$ cat config.mk
export PLATFORM = sky130hd
export DESIGN_NAME = bitperm_unit
export DESIGN_NICKNAME = d
export VERILOG_FILES = /design/src/rtl/bitperm_pkg.sv /design/src/rtl/bitperm_ctl.sv /design/src/rtl/bitperm_net.sv /design/src/rtl/bitperm_unit.sv
export SDC_FILE = /design/constraint.sdc
export NUM_CORES = 1
export LEC_CHECK = 0
export ABC_AREA = 1
export BUFFER_PORTS_ARGS = -buffer_cell sky130_fd_sc_hd__buf_4
export CORE_ASPECT_RATIO = 0.75
export CORE_MARGIN = 2
export CORE_UTILIZATION = 24
export DETAILED_ROUTE_END_ITERATION = 10
export GPL_TIMING_DRIVEN = 0
export PLACE_DENSITY = 0.49
export SYNTH_ARGS = -nofsm -noshare
export SYNTH_HDL_FRONTEND = slang
export SYNTH_SLANG_ARGS = --single-unit
$ cat constraint.sdc
create_clock -name clk -period 1.62 [get_ports clk]
set_input_delay 0 -clock clk [delete_from_list [all_inputs] [get_ports clk]]
set_output_delay 0 -clock clk [all_outputs]
set_load 0.03 [all_outputs]
$ cat src/rtl/bitperm_pkg.sv
package bitperm_pkg;
  localparam int unsigned XW = 64;
  localparam int unsigned CW = $clog2(XW);
  localparam int unsigned HW = XW / 2;

  typedef enum logic [1:0] {
    OP_REV = 2'b00,
    OP_ORC = 2'b01,
    OP_SHF = 2'b10,
    OP_UNS = 2'b11
  } perm_op_e;

  // ones on the lower block of every pair of blocks of size s
  function automatic logic [XW-1:0] pair_low_mask(input int s);
    logic [XW-1:0] m;
    for (int i = 0; i < XW; i++) m[i] = ((i / s) % 2) == 0;
    return m;
  endfunction

  // quarter q of every group of 4*s bits
  function automatic logic [XW-1:0] quarter_mask(input int s, input int q);
    logic [XW-1:0] m;
    for (int i = 0; i < XW; i++) m[i] = ((i / s) % 4) == q;
    return m;
  endfunction

  function automatic logic [XW-1:0] butterfly_step(input logic [XW-1:0] x,
                                                   input int s, input logic acc);
    logic [XW-1:0] lo, moved;
    lo    = pair_low_mask(s);
    moved = ((x & lo) << s) | ((x & ~lo) >> s);
    return acc ? (x | moved) : moved;
  endfunction

  function automatic logic [XW-1:0] interleave_step(input logic [XW-1:0] x, input int s);
    logic [XW-1:0] up, dn;
    up = quarter_mask(s, 2);
    dn = quarter_mask(s, 1);
    return (x & ~(up | dn)) | ((x << s) & up) | ((x >> s) & dn);
  endfunction
endpackage

$ cat src/rtl/bitperm_ctl.sv
module bitperm_ctl
  import bitperm_pkg::*;
(
  input  logic [1:0]    op,
  input  logic          word_mode,
  input  logic [CW-1:0] ctrl,
  input  logic [XW-1:0] data_in,
  output logic [CW-1:0] bf_en,
  output logic [CW-2:0] sh_en,
  output logic          accum,
  output logic [XW-1:0] src_eff
);
  always_comb begin
    accum   = (perm_op_e'(op) == OP_ORC);
    bf_en   = ctrl;
    sh_en   = ctrl[CW-2:0];
    src_eff = data_in;
    if (word_mode) begin
      bf_en[CW-1]       = 1'b0;
      sh_en[CW-2]       = 1'b0;
      src_eff[XW-1:HW]  = '0;
    end
  end
endmodule

$ cat src/rtl/bitperm_net.sv
module bitperm_net
  import bitperm_pkg::*;
(
  input  logic [XW-1:0] src,
  input  logic [CW-1:0] bf_en,
  input  logic [CW-2:0] sh_en,
  input  logic          accum,
  output logic [XW-1:0] bf_res,
  output logic [XW-1:0] shf_res,
  output logic [XW-1:0] uns_res
);
  localparam int unsigned NSH = CW - 1;

  logic [XW-1:0] bf_w [0:CW];
  logic [XW-1:0] sf_w [0:NSH];
  logic [XW-1:0] us_w [0:NSH];

  assign bf_w[0] = src;
  assign sf_w[0] = src;
  assign us_w[0] = src;

  for (genvar k = 0; k < CW; k++) begin : g_bfly
    assign bf_w[k+1] = bf_en[k] ? butterfly_step(bf_w[k], 1 << k, accum) : bf_w[k];
  end

  for (genvar p = 0; p < NSH; p++) begin : g_shuf
    localparam int KF = NSH - 1 - p;
    assign sf_w[p+1] = sh_en[KF] ? interleave_step(sf_w[p], 1 << KF) : sf_w[p];
    assign us_w[p+1] = sh_en[p]  ? interleave_step(us_w[p], 1 << p)  : us_w[p];
  end

  assign bf_res  = bf_w[CW];
  assign shf_res = sf_w[NSH];
  assign uns_res = us_w[NSH];
endmodule

$ cat src/rtl/bitperm_unit.sv
module bitperm_unit
  import bitperm_pkg::*;
(
  input  logic          clk,
  input  logic          rst_n,
  input  logic          in_valid,
  input  logic [1:0]    op,
  input  logic          word_mode,
  input  logic [CW-1:0] ctrl,
  input  logic [XW-1:0] data_in,
  output logic          out_valid,
  output logic [XW-1:0] data_out
);
  logic [CW-1:0] bf_en;
  logic [CW-2:0] sh_en;
  logic          accum;
  logic [XW-1:0] src_eff, bf_res, shf_res, uns_res, perm_result;

  bitperm_ctl u_ctl (
    .op(op), .word_mode(word_mode), .ctrl(ctrl), .data_in(data_in),
    .bf_en(bf_en), .sh_en(sh_en), .accum(accum), .src_eff(src_eff)
  );

  bitperm_net u_net (
    .src(src_eff), .bf_en(bf_en), .sh_en(sh_en), .accum(accum),
    .bf_res(bf_res), .shf_res(shf_res), .uns_res(uns_res)
  );

  always_comb begin
    case (perm_op_e'(op))
      OP_SHF:  perm_result = shf_res;
      OP_UNS:  perm_result = uns_res;
      default: perm_result = bf_res;
    endcase
    if (word_mode) perm_result[XW-1:HW] = '0;
  end

  always_ff @(posedge clk) begin
    if (!rst_n) begin
      out_valid <= 1'b0;
      data_out  <= '0;
    end else begin
      out_valid <= in_valid;
      if (in_valid) data_out <= perm_result;
    end
  end
endmodule

==> flow_summary_export.csv <==
group,metric,value,unit
run_status,outcome,"finished with violations",
run_status,violations,"negative setup slack",
cells_and_area,fin_util,0.3576,
hold_path,holdPathStages,4,
place,io_buffers,136,
setup_path,path_max_fanout,8,
clock_tree,cts_buffers,9,
timing,tightest_slew,0.9768,ns
clock_tree,clock_sinks,65,
hold_path,hp-class,"input port to flop",
drt,drt-total-wl,80.48,mm
drt,routedWlPerCell,24.25,microns
setup_path,worst-endpoint-required,1.89,ns
timing,worst_slack,-0.05924,ns
timing,fmax,595.5,MHz
cells_and_area,nets,2752,
drt,vias_per_cell,5.374,
floorplan,die_x,258.0,microns
pwr,p_leak,0.008342,uW
setup_path,r2r-end,"data_out[16]",
pwr,p_seq_frac,0.168,
global_routing,antenna_found_initial,0,
setup_path,critical_path_class,"input port to flop",
pwr,powerDensity,621.2,mW/mm^2
cells_and_area,final_cell_mix,"nand2_1, nand2_2, buf_4",
global_routing,grt_use_total,0.3060,
setup_path,crit_family,"simple AND/OR/NAND/NOR gates",
yosys,synthCells,2499,
timing,fin_crit_sh,1.037,
place,pre_cts_slack,-0.8770,ns
timing,relSlewSlack,0.3488,
cells_and_area,final_common_cell,"nand2_1",
yosys,yosys_warnings,0,
timing,finalHoldViolCount,0,
drt,first_pass_iters,6,
place,routabilityCongestion,1.036,
setup_path,cp_num_buf_inv,4,
clock_tree,insertion_delay,0.33,ns
floorplan,die_y,194.5,microns
pwr,p_sw_frac,0.5387,
clock_tree,htreeDepth,3,
place,place_hpwl,66.01,mm
floorplan,core_area,0.04757,sq mm
pwr,p_total,10570,uW
timing,setup_viol,15,
yosys,yosysSeqAreaShare,0.1121,
setup_path,crit_top_cell,"nand2_2",
yosys,syn_avg_cell_area,4.646,sq um
yosys,synth.net_count,2575,
setup_path,worstRegToRegCells,2,
pwr,switchingPower,5693,uW
drt,num_vias,17840,
floorplan,start_util,0.2441,
floorplan,io_pins,141,
clock_tree,clk_pin_slew,0.06,ns
pwr,power_frac_clock,0.174,
drt,drtIter0Drc,2496,
setup_path,end_kind,"flop",
global_routing,grt_pass1_vias,15720,
yosys,synthArstFlopShare,0,
drt,drtAntennaViolNets,0,
timing,drv_slew,0,
pwr,ir_drop,479.8,uV
global_routing,grt_max_degree,12,
setup_path,critPathCapture,"data_out[23]",
job,max_cap_viol_count,0,
setup_path,r2r_setup_slack,0.86,ns
yosys,syn_area,0.01161,sq mm
timing,layout_min_cycle_time,1.679,ns
setup_path,cp.depth,20,
timing,worst_hold_slack,0.01131,ns
setup_path,crit_path_start_kind,"input port",
timing,rsz0062_at_grt,"yes",
cells_and_area,syn2layout_area_growth,46.54,%
setup_path,rr_startpoint,"data_out[16]",
setup_path,critical_path_arrival,1.95,ns
yosys,synthFlopType,"dfxtp_1",
timing,skew,0,ns
floorplan,die_area,0.05017,sq mm
clock_tree,cts_tree,"done",
setup_path,cp_slowest_cell,"nand2_2",
cells_and_area,drive_gt1_frac,0.4060,
setup_path,path_cells,"buf_12 > inv_8 > nand2_8 > nand2_8 > buf_12 > buf_16 > nand2_4 > nand2_4 > nand2_2 > nand2_2 > nand2_2 > nand2_2 > nand2_2 > nand2_2 > nand2_1 > nand2_2 > nand2_2 > nand2_2 > nand2_2 > a21oi_2",
clock_tree,cts_buffer_depth,2,
setup_path,timing.critical_path.from,"op[1]",
setup_path,cp_slowest_stage_delay,0.17,ns
drt,drc,0,
pwr,combPwrFrac,0.657,
clock_tree,cts-root-buf,"clkbuf_16",
yosys,synthDistinctLibCells,38,
pwr,intPower,4875,uW
global_routing,grt_overflow,0,
yosys,synth_edf_count,0,
floorplan,row_count,69,
yosys,ys_seq_elements,65,
global_routing,grt_pass1_wl,111.3,mm
cells_and_area,diodes,0,
==> power by group through the flow <==
stage | Combinational, uW | Clock (uW) | Sequential, uW
after floorplan | 2800 | 0 | 2020
after global placement | 5210 | 0 | 1820
after detailed placement | 5170 | 0 | 1820
after CTS | 5710 | 1860 | 1780
after global routing | 7270 | 1960 | 1790
final | 6950 | 1840 | 1780
==> sequential cells by signal, summed over array words and instances (netlist names) <==
| signal | count |
|---|---|
| data_out | 64 |
| out_valid | 1 |
==> logic make-up after synthesis <==
group | count (synthesis) | synth area share
and+or+nand+nor | 1705 | 0.5723
AOI/OAI and AO/OA | 455 | 0.2036
buffers and inverters | 273 | 0.1112
DFF | 65 | 0.1121
muxes | 1 | 0.0008622
==> timing repair <==
action | CTS | global route
buffers inserted | 14 | 9
endpoints found under the hold margin | 1 | 0
setup endpoints to repair | 64 | 64
gates resized for setup | 358 | 683
cloned | 3 | 3
hold buffers | 1 | 0
pin swaps | 60 | 268
==> layout make-up <==
class / count / area (sq um)
fillers: 5469 / 30560
repair buffers: 166 / 1443
flip-flops and latches: 65 / 1301
clock buffers: 11 / 252.7
well taps: 639 / 799.5
multi-input cells: 2161 / 11690
inverters: 91 / 375.4
plain buffers: 182 / 1120
clock inverters: 4 / 28.78
==> worst register-to-register path, cell delays in order, from the launching register on <==
cell and delay [ns]:
dfxtp_1 0.32, o21ai_0 0.26, a21oi_2 0.06
==> cells in the mapped netlist, types with 3 or more instances <==
library cell	count	area, sq um
nand2_1	1522	5713
o21ai_0	209	1046
a21oi_1	160	800.8
buf_2	81	405.4
inv_1	81	304.0
nand3_1	76	380.4
nor2_1	68	255.2
dfxtp_1	65	1301
clkbuf_1	64	240.2
o21ai_1	55	275.3
buf_1	12	45.04
buf_4	12	90.09
o211ai_1	12	90.09
buf_6	11	123.9
nand2_2	8	50.05
nor2_2	7	43.79
inv_2	6	22.52
or2_2	6	37.54
nor3_1	5	25.02
a21oi_2	4	35.03
nor2_4	4	45.04
or2_1	4	25.02
a21boi_0	3	22.52
clkinv_1	3	11.26
o21a_1	3	22.52
==> worst min path at each step <==
stage,startpoint,end,slack [ns]
final,op[1],data_out[63],0.01
after global routing,op[1],data_out[63],0.007
after CTS,op[1],data_out[63],0.03
after detailed placement,rst_n,data_out[21],0.31
after global placement,rst_n,data_out[21],0.31
after floorplan,rst_n,data_out[21],0.14
==> metal layers <==
| layer | global-route usage | vias to the layer above | part of all wire |
|---|---|---|---|
| li1 | - | 8212 | - |
| met2 | 0.4616 | 1087 | 0.42 |
| met3 | 0.07838 | 172 | 0.13 |
| met4 | 0.07108 | 0 | 0.035 |
| met1 | 0.4325 | 8366 | 0.42 |
| met5 | 0 | - | 0 |
==> metrics by stage <==
step / area, sq um / setup TNS (ns) / std cells
finish: 17010 / -0.3044 / 3319
global route: 17010 / -2.208 / 3319
detailed placement: 13430 / -45.95 / 3274
global placement: 13430 / -47.59 / 3274
floorplan: 11610 / 0 / 2499
CTS: 14900 / -0.1892 / 3307
No activity file was read; power rests on OpenSTA's default activity.
